--- src/rtl/ssn_pkg.sv ---
package ssn_pkg;

    // controller state of one input port
    typedef enum logic [1:0] {
        ST_IDLE = 2'd0,
        ST_WAIT = 2'd1,
        ST_FWD  = 2'd2
    } port_state_t;

    // which output group a header asks for
    typedef enum logic [1:0] {
        GRP_LOC = 2'd0,
        GRP_RGT = 2'd1,
        GRP_LFT = 2'd2
    } out_grp_t;

endpackage

--- src/rtl/ssn_in_port.sv ---
module ssn_in_port
    import ssn_pkg::*;
#(
    parameter int NODE_W  = 4,
    parameter int NODE_ID = 1,
    parameter int NO      = 5,
    localparam int OW     = $clog2(NO)
) (
    input  logic              clk,
    input  logic              rst_n,
    input  logic              in_hdr,
    input  logic              in_end,
    input  logic [NODE_W-1:0] in_dest,
    input  logic              in_valid,
    output logic              in_ready,
    input  logic [NO-1:0]     out_ready,
    output logic              req,
    output out_grp_t          req_grp,
    input  logic              grant,
    input  logic [OW-1:0]     grant_idx,
    output logic              fwd,
    output logic [OW-1:0]     sel
);

    port_state_t state, state_nx;
    logic [OW-1:0] sel_q;

    // direction from the sign of destination minus own index
    always_comb begin
        if (in_dest == NODE_W'(NODE_ID))
            req_grp = GRP_LOC;
        else if (in_dest > NODE_W'(NODE_ID))
            req_grp = GRP_RGT;
        else
            req_grp = GRP_LFT;
    end

    // next-state logic
    always_comb begin
        state_nx = state;
        unique case (state)
            ST_IDLE: begin
                if (in_valid && in_hdr)
                    state_nx = grant ? ST_FWD : ST_WAIT;
            end
            ST_WAIT: begin
                if (!in_valid)
                    state_nx = ST_IDLE;
                else if (grant)
                    state_nx = ST_FWD;
            end
            ST_FWD: begin
                if (in_valid && in_ready && in_end)
                    state_nx = ST_IDLE;
            end
            default: state_nx = ST_IDLE;
        endcase
    end

    // state register
    always_ff @(posedge clk or negedge rst_n) begin
        if (!rst_n) begin
            state <= ST_IDLE;
            sel_q <= '0;
        end else begin
            state <= state_nx;
            if (grant)
                sel_q <= grant_idx;
        end
    end

    // outputs
    always_comb begin
        req      = 1'b0;
        in_ready = 1'b0;
        fwd      = 1'b0;
        unique case (state)
            ST_IDLE: begin
                req      = in_valid && in_hdr;
                in_ready = in_valid && !in_hdr;   // stray word: discard
            end
            ST_WAIT: begin
                req      = in_valid && in_hdr;
            end
            ST_FWD: begin
                fwd      = 1'b1;
                in_ready = out_ready[sel_q];
            end
            default: begin
                req      = 1'b0;
            end
        endcase
    end

    assign sel = sel_q;

endmodule

--- src/rtl/ssn_alloc.sv ---
module ssn_alloc
    import ssn_pkg::*;
#(
    parameter int NI  = 5,
    parameter int NO  = 5,
    parameter int N_R = 2,
    parameter int N_L = 2,
    localparam int OW = $clog2(NO)
) (
    input  logic             clk,
    input  logic             rst_n,
    input  logic [NI-1:0]    req,
    input  logic [2*NI-1:0]  req_grp,
    input  logic [NO-1:0]    rel,
    output logic [NI-1:0]    grant,
    output logic [NI*OW-1:0] grant_idx,
    output logic [NO-1:0]    busy
);

    logic [NO-1:0] claim;

    function automatic logic member(input int o, input out_grp_t g);
        logic r;
        unique case (g)
            GRP_LOC: r = (o == 0);
            GRP_RGT: r = (o >= 1) && (o <= N_R);
            GRP_LFT: r = (o > N_R) && (o <= N_R + N_L);
            default: r = 1'b0;
        endcase
        return r;
    endfunction

    // fixed priority: lower input index claims first
    always_comb begin
        logic [NO-1:0] taken;
        logic          found;
        taken     = busy;
        grant     = '0;
        grant_idx = '0;
        for (int i = 0; i < NI; i++) begin
            found = 1'b0;
            if (req[i]) begin
                for (int o = 0; o < NO; o++) begin
                    if (!found && !taken[o] && member(o, out_grp_t'(req_grp[2*i +: 2]))) begin
                        found                  = 1'b1;
                        taken[o]               = 1'b1;
                        grant[i]               = 1'b1;
                        grant_idx[i*OW +: OW]  = OW'(o);
                    end
                end
            end
        end
        claim = taken & ~busy;
    end

    always_ff @(posedge clk or negedge rst_n) begin
        if (!rst_n)
            busy <= '0;
        else
            busy <= (busy & ~rel) | claim;
    end

endmodule

--- src/rtl/ssn_xbar.sv ---
module ssn_xbar #(
    parameter int NI  = 5,
    parameter int NO  = 5,
    parameter int FW  = 34,
    localparam int OW = $clog2(NO)
) (
    input  logic [NI*FW-1:0] in_data,
    input  logic [NI-1:0]    in_valid,
    input  logic [NI-1:0]    fwd,
    input  logic [NI*OW-1:0] sel,
    output logic [NO*FW-1:0] out_data,
    output logic [NO-1:0]    out_valid
);

    for (genvar o = 0; o < NO; o++) begin : g_out
        always_comb begin
            out_valid[o]          = 1'b0;
            out_data[o*FW +: FW]  = '0;
            for (int i = 0; i < NI; i++) begin
                if (fwd[i] && (sel[i*OW +: OW] == OW'(o))) begin
                    out_valid[o]         = in_valid[i];
                    out_data[o*FW +: FW] = in_data[i*FW +: FW];
                end
            end
        end
    end

endmodule

--- src/rtl/ssn_node.sv ---
module ssn_node
    import ssn_pkg::*;
#(
    parameter int DATA_W  = 32,
    parameter int NODE_W  = 4,
    parameter int N_R     = 2,
    parameter int N_L     = 2,
    parameter int NODE_ID = 1,
    localparam int FW     = DATA_W + 2
) (
    input  logic               clk,
    input  logic               rst_n,
    input  logic [FW-1:0]      loc_in_data,
    input  logic               loc_in_valid,
    output logic               loc_in_ready,
    output logic [FW-1:0]      loc_out_data,
    output logic               loc_out_valid,
    input  logic               loc_out_ready,
    input  logic [N_R*FW-1:0]  rw_in_data,
    input  logic [N_R-1:0]     rw_in_valid,
    output logic [N_R-1:0]     rw_in_ready,
    output logic [N_R*FW-1:0]  rw_out_data,
    output logic [N_R-1:0]     rw_out_valid,
    input  logic [N_R-1:0]     rw_out_ready,
    input  logic [N_L*FW-1:0]  lw_in_data,
    input  logic [N_L-1:0]     lw_in_valid,
    output logic [N_L-1:0]     lw_in_ready,
    output logic [N_L*FW-1:0]  lw_out_data,
    output logic [N_L-1:0]     lw_out_valid,
    input  logic [N_L-1:0]     lw_out_ready
);

    localparam int NI = 1 + N_R + N_L;
    localparam int NO = 1 + N_R + N_L;
    localparam int OW = $clog2(NO);
    localparam int HB = FW - 1;
    localparam int EB = FW - 2;

    // index 0 local, then rightward, then leftward
    logic [NI*FW-1:0] a_in_data;
    logic [NI-1:0]    a_in_valid;
    logic [NI-1:0]    a_in_ready;
    logic [NO*FW-1:0] a_out_data;
    logic [NO-1:0]    a_out_valid;
    logic [NO-1:0]    a_out_ready;

    logic [NI-1:0]    req, grant, fwd;
    logic [2*NI-1:0]  req_grp;
    logic [NI*OW-1:0] grant_idx, sel;
    logic [NO-1:0]    rel, busy;

    assign a_in_data   = {lw_in_data, rw_in_data, loc_in_data};
    assign a_in_valid  = {lw_in_valid, rw_in_valid, loc_in_valid};
    assign a_out_ready = {lw_out_ready, rw_out_ready, loc_out_ready};

    assign {lw_in_ready, rw_in_ready, loc_in_ready}    = a_in_ready;
    assign {lw_out_data, rw_out_data, loc_out_data}    = a_out_data;
    assign {lw_out_valid, rw_out_valid, loc_out_valid} = a_out_valid;

    for (genvar i = 0; i < NI; i++) begin : g_port
        out_grp_t grp;
        ssn_in_port #(
            .NODE_W  (NODE_W),
            .NODE_ID (NODE_ID),
            .NO      (NO)
        ) u_port (
            .clk       (clk),
            .rst_n     (rst_n),
            .in_hdr    (a_in_data[i*FW + HB]),
            .in_end    (a_in_data[i*FW + EB]),
            .in_dest   (a_in_data[i*FW +: NODE_W]),
            .in_valid  (a_in_valid[i]),
            .in_ready  (a_in_ready[i]),
            .out_ready (a_out_ready),
            .req       (req[i]),
            .req_grp   (grp),
            .grant     (grant[i]),
            .grant_idx (grant_idx[i*OW +: OW]),
            .fwd       (fwd[i]),
            .sel       (sel[i*OW +: OW])
        );
        assign req_grp[2*i +: 2] = grp;
    end

    // an output is freed once its end word is handed over
    for (genvar o = 0; o < NO; o++) begin : g_rel
        assign rel[o] = a_out_valid[o] & a_out_ready[o] & a_out_data[o*FW + EB];
    end

    ssn_alloc #(
        .NI  (NI),
        .NO  (NO),
        .N_R (N_R),
        .N_L (N_L)
    ) u_alloc (
        .clk       (clk),
        .rst_n     (rst_n),
        .req       (req),
        .req_grp   (req_grp),
        .rel       (rel),
        .grant     (grant),
        .grant_idx (grant_idx),
        .busy      (busy)
    );

    ssn_xbar #(
        .NI (NI),
        .NO (NO),
        .FW (FW)
    ) u_xbar (
        .in_data   (a_in_data),
        .in_valid  (a_in_valid),
        .fwd       (fwd),
        .sel       (sel),
        .out_data  (a_out_data),
        .out_valid (a_out_valid)
    );

endmodule

--- config.mk ---
export PLATFORM = sky130hd
export DESIGN_NAME = ssn_node
export DESIGN_NICKNAME = d
export VERILOG_FILES = /design/src/rtl/ssn_pkg.sv /design/src/rtl/ssn_in_port.sv /design/src/rtl/ssn_alloc.sv /design/src/rtl/ssn_xbar.sv /design/src/rtl/ssn_node.sv
export SDC_FILE = /design/constraint.sdc
export NUM_CORES = 1
export LEC_CHECK = 0
export BUFFER_PORTS_ARGS = -buffer_cell sky130_fd_sc_hd__buf_2
export CAP_MARGIN = 25
export CORE_MARGIN = 1
export CORE_UTILIZATION = 45
export CTS_BUF_LIST = sky130_fd_sc_hd__clkbuf_4 sky130_fd_sc_hd__clkbuf_8 sky130_fd_sc_hd__clkbuf_16
export DETAILED_ROUTE_END_ITERATION = 7
export PLACE_DENSITY = 0.76
export SYNTH_ARGS = -nofsm -noshare
export SYNTH_HDL_FRONTEND = slang
export SYNTH_SLANG_ARGS = --single-unit
--- constraint.sdc ---
create_clock -name clk -period 8.11 [get_ports clk]
set_input_delay 1.2165 -clock clk [delete_from_list [all_inputs] [get_ports clk]]
set_output_delay 1.2165 -clock clk [all_outputs]
set_load 0.05 [all_outputs]
# Word level (Yosys, flattened, before mapping)
# Cells that the tools add are included.
# op_classes
addsub	0
n_mul	0
div	0
order_cmp	10
n_eq_ne	60
shifts	0
n_mux	265
bitwise_logic	15
n_reduce_logical	165
# ops
op	n
two-way mux 34 bit	25
two-way mux 1 bit	165
logical AND 1 bit	90
two-way mux 2 bit	45
zero test 1 bit	50
== test 3 x 2 -> 1 bit (second input constant)	10
two-way mux 3 bit	10
case mux 2 bit (3 select lines)	5
two-way mux 5 bit	5
== test 2 x 1 -> 1 bit (second input constant)	10
== test 2 bit (second input constant)	10
== test 4 x 1 -> 1 bit (second input constant)	5
greater-than comparator 4 x 1 -> 1 bit (second input constant)	5
zero test 2 bit	10
less-than comparator 3 x 4 -> 1 bit (second input constant)	5
inequality test 2 x 1 -> 1 bit (second input constant)	10
binary-select mux 1 bit (select 3 bit)	5
== test 3 x 1 -> 1 bit (second input constant)	5
== test 3 bit (second input constant)	5
zero test 3 bit	5
inequality test 3 x 2 -> 1 bit (second input constant)	5
AND reduction 3 bit	5
bitwise AND 1 bit	10
bitwise AND 5 bit	2
other kinds (4)	13
# totals
ff_bits	30
latch_bits	0
ram_bits	0
mem_bits_ro	0
output_inout_bits	180
elab_cells	526
n_memories	0

# Longest topological paths before layout
# logic_depth
word_depth	128
depth_mapped	9
mapped_depth_nobuf	6

# Modules after synthesis
# Synthesis repeated with hierarchy kept, for this count alone.
# unflattened
cells_unflattened	1306
area_unflattened_um2	8704.6
# by_module_without_submodules
module	instances	cells_each	area_per_inst_um2	seq_area_each_um2
ssn_xbar	1	1023	6256.0	0.0
ssn_in_port	5	29	291.5	125.1
ssn_alloc	1	133	959.7	125.1
ssn_node	1	5	31.3	0.0

# Worst setup path after synthesis
# No wires, ideal clock.
# synth_timing
path_kind	reg2out
startpoint	reg g_port[0].u_port.state[1]
endpoint	out rw_out_data[39]
arrival_time_ns	3.091
required_time_ns	6.894
path_slack_ns	3.803
stages_incl_launch_ff	8
path_cell_list	dfrtp_1 or3b_2 a2111oi_4 clkbuf_1 a221oi_1 nor3_1 a21oi_1 o21ai_0
# synth_between
elab_chain_cells	8
# synth_rtl
element	line_no	source
start: declaration	ssn_in_port.sv:25	port_state_t state, state_nx;
start signal: assignment	ssn_in_port.sv:66	state <= state_nx;
== test 2 bit	ssn_in_port.sv:77	unique case (state)
two-way mux 1 bit	ssn_in_port.sv:77	
logical AND 1 bit	ssn_xbar.sv:20	if (fwd[i] && (sel[i*OW +: OW] == OW'(o))) begin
two-way mux 34 bit (5 in a row)	ssn_xbar.sv:20	
end: declaration	ssn_node.sv:22	output logic [N_R*FW-1:0] rw_out_data,
# Every way passes these cells.

# Final worst setup path
# layout_timing
startpoint	reg g_port[1].u_port.sel_q[2]
endpoint	out rw_out_data[60]
# layout_between
elab_chain_cells	6
# layout_rtl
element	line_no	source
start: declaration	ssn_in_port.sv:26	logic [OW-1:0] sel_q;
start signal: assignment	ssn_in_port.sv:68	sel_q <= grant_idx;
== test 3 x 2 -> 1 bit	ssn_xbar.sv:20	
logical AND 1 bit	ssn_xbar.sv:20	
two-way mux 34 bit (4 in a row)	ssn_xbar.sv:20	
# Every way passes these cells.

==> impl_results.md <==
* Slew margin rel. at 0.305
* Final min period at approximately 5000 ps
* Synth unique cells at 78
* Most frequent cells in the layout: buf_2 (362), nor2_1 (231), a21oi_1 (178), nand2_1 (154), nor3_1 (116)
* Hold Buf Count CTS at 0
* Sw Pwr at between 400 and 500 µW
* Syn_nets at 1648
* Core area at approximately 19000 µm²
* Cells after synthesis at about 1500
* Synthesized cell area at 8750 µm²
* Fmax at a little over 200 MHz
* Die area at 20000 µm²
* Crit Reg-Reg Endpoint: u_alloc.busy[3]
* Fraction of layout cells with a size suffix above 1 at 0.264
* Total negative slack at 0 ps
* Hold WC Path Type: register to register
* Gate power share at 0.498
* Worst Skew at 4.40 ps
* Number of antenna violations at the first check in global routing at 4
* Drt first-iter violations at between 1500 and 2000
* Antenna viol nets, final at 0
* Worst-Margin Slew at between 1000 and 1500 ps
* Area Overhead vs Synth at 21.3%
* Pin count of the biggest net entering global routing at 72
* Slew Limit Fails at 0
* Fin crit share at 0.613
* Peak supply drop at 0.0733 mV
* Status: completed
* Reg2Reg Setup Slack at about 5000 ps
* Wirelength, routed at around 46 mm
* First-pass GRT wire length at 70.2 mm
* Hold Fails Final Rpt at 0
* Seq pwr share at 0.262
* Worst Path Max Fanout at 27
* TritonCTS buffer count at 5
* Postcts setup bufs at 0
* Worst path required time at a little under 7000 ps
* WL/cell at approximately 24 µm
* Max Used Layer: met4
* Synth Flop Type: dfrtp_1
* Max Cap Violations at 0
* Worst-skew pair later-pin latency at approximately 280 ps
* Final setup viols at 0
* Post-synthesis sequential area ratio at 0.0858
* Ports at 362
* # clock sinks at 30
* Worst Setup SP: g_port[1].u_port.sel[2]
* Critical path class: register to output port
* Post-synthesis area per instance at between 5 and 6 µm²
* Leakage at about 0.0045 µW
* DR WL met2 at a little under 20 mm
* Via count at approximately 14000
* Worst Hold Launch: g_port[4].u_port.sel[2]
* Drc violations at 0
* Internal Power at ~450 µW
* Fin nets at 1867
* Post-DP HPWL at 31.9 mm
* Filler cells at between 1500 and 2000
* PortBufs at 361
* Ys Warns at 0
* Initial cell density of the core at 0.463
* Aggregate global routing overflow at 0
* #FFs+latches synth at 30
* Post-CTS Resized at 0
* CTS tree: yes
* Startpoint class of the critical path: register
* Pwr dens at 81.4 nW/µm²
* Worst Setup EP: rw_out_data[60]
* EDFF count, synth at 0
* Sw Ratio at 0.480
* Reg clk slew, reported paths at around 50 ps
* GRT Total Usage at 0.442
* DIE HEIGHT at ~140 µm
* Placement row count at 50
* CP arrival at between 3000 and 4000 ps
* Layout Utilization at 0.562
* Commonest non-fill, non-tap cell in the layout: buf_2
* Ys async rst share at 1.00
* GPL Wtd Cong at 1.09
* Wl on met1 at approximately 17 mm
* Clk buf depth at 2
* H-tree depth at 2
* RSZ-0062 raised after global routing: no
* 1st-pass router iterations at 6
* Met3 wire len at just over 7 mm
* Post-DR vias/cell at 7.16
* Worst reg-to-reg path cell count at 6
* Die width at 141 µm
* Clk root buf: clkbuf_16
* Vias in the first global route at between 10000 and 15000
* Setup crit end kind: output port
* Reg2reg start: g_port[2].u_port.state[1]
* Clock share of power at 0.239
## worst max-delay path, cell delays in order (launching register included)
cell and delay (ps):
dfrtp_1 440, nor3b_1 860, and2_1 540, buf_4 450
a221oi_1 160, nor3_1 170, a21oi_1 50, o21ai_0 430
buf_2 360
## stage by stage
step | setup WS, ps | area, µm² | std cells | power, µW | hold WS (ps)
CTS | 3360 | 10600 | 1945 | 848 | 494
floorplan | 3800 | 8750 | 1466 | 463 | 464
global route | 3140 | 10600 | 1948 | 897 | 528
finish | 3140 | 10600 | 1950 | 864 | 490
global placement | 3500 | 10400 | 1936 | 637 | 477
detailed placement | 3660 | 10400 | 1937 | 643 | 483
## Yosys cell counts, drive strengths merged, types with 8 or more instances
cell type | n | share of area
a31oi | 37 | 0.026
a211oi | 41 | 0.035
a221o | 40 | 0.046
nor3 | 117 | 0.067
nand3b | 10 | 0.0086
nand3 | 12 | 0.0069
o22ai | 8 | 0.0057
and3 | 9 | 0.0066
o211ai | 34 | 0.029
dfrtp | 30 | 0.086
clkbuf | 157 | 0.070
o21ai | 109 | 0.062
or3 | 9 | 0.0076
nor2 | 231 | 0.099
inv | 12 | 0.0051
a221oi | 106 | 0.11
a22oi | 39 | 0.033
nand2 | 156 | 0.067
a21oi | 178 | 0.10
buf | 22 | 0.015
## flip-flops by register name, indices dropped and copies added, names as in the netlist
name and flops:
g_port.u_port.sel 15, u_alloc.busy 5, g_port.u_port.state 10
## cells by family after synthesis
group | count (synthesis) | synth area share
adder cells (fa/ha/maj) | 1 | 0.00129
flip-flops | 30 | 0.0858
AO/OA/AOI/OAI | 637 | 0.493
buffers and inverters | 192 | 0.0940
XOR/XNOR | 2 | 0.00200
AND/OR/NAND/NOR | 596 | 0.307
multiplexers | 8 | 0.0166
## metal layers
metal	GRT usage	vias to the layer above
li1	-	6063
met5	0	-
met3	0.112	263
met2	0.670	1338
met1	0.576	6291
met4	0.237	0
## power by group through the flow
stage	clock network [µW]	logic [µW]	registers, µW
2_1_floorplan	0	262	201
3_3_place_gp	0	413	224
3_5_place_dp	0	418	226
4_1_cts	206	419	224
5_1_grt	214	452	231
6_report	207	430	227
## final cells by class
type	instances	area, µm²	area share
antenna	4	10.0	0.000943
multi-input combinational	1244	7270	0.685
sequential	30	751	0.0707
clock buffer	8	166	0.0157
tap	260	325	0.0307
inverter	12	45.0	0.00424
timing repair buffer	392	2050	0.193
## how the worst min path moves through the flow
stage / endpoint / cells after the start
after floorplan: g_port[4].u_port.sel[2] / 1
after global placement: g_port[4].u_port.sel[2] / 1
after detailed placement: g_port[4].u_port.sel[2] / 1
after CTS: g_port[4].u_port.sel[2] / 1
after global routing: g_port[4].u_port.sel[2] / 1
final: g_port[4].u_port.sel[2] / 1
Note: power is estimated with default switching activity, not from simulation.
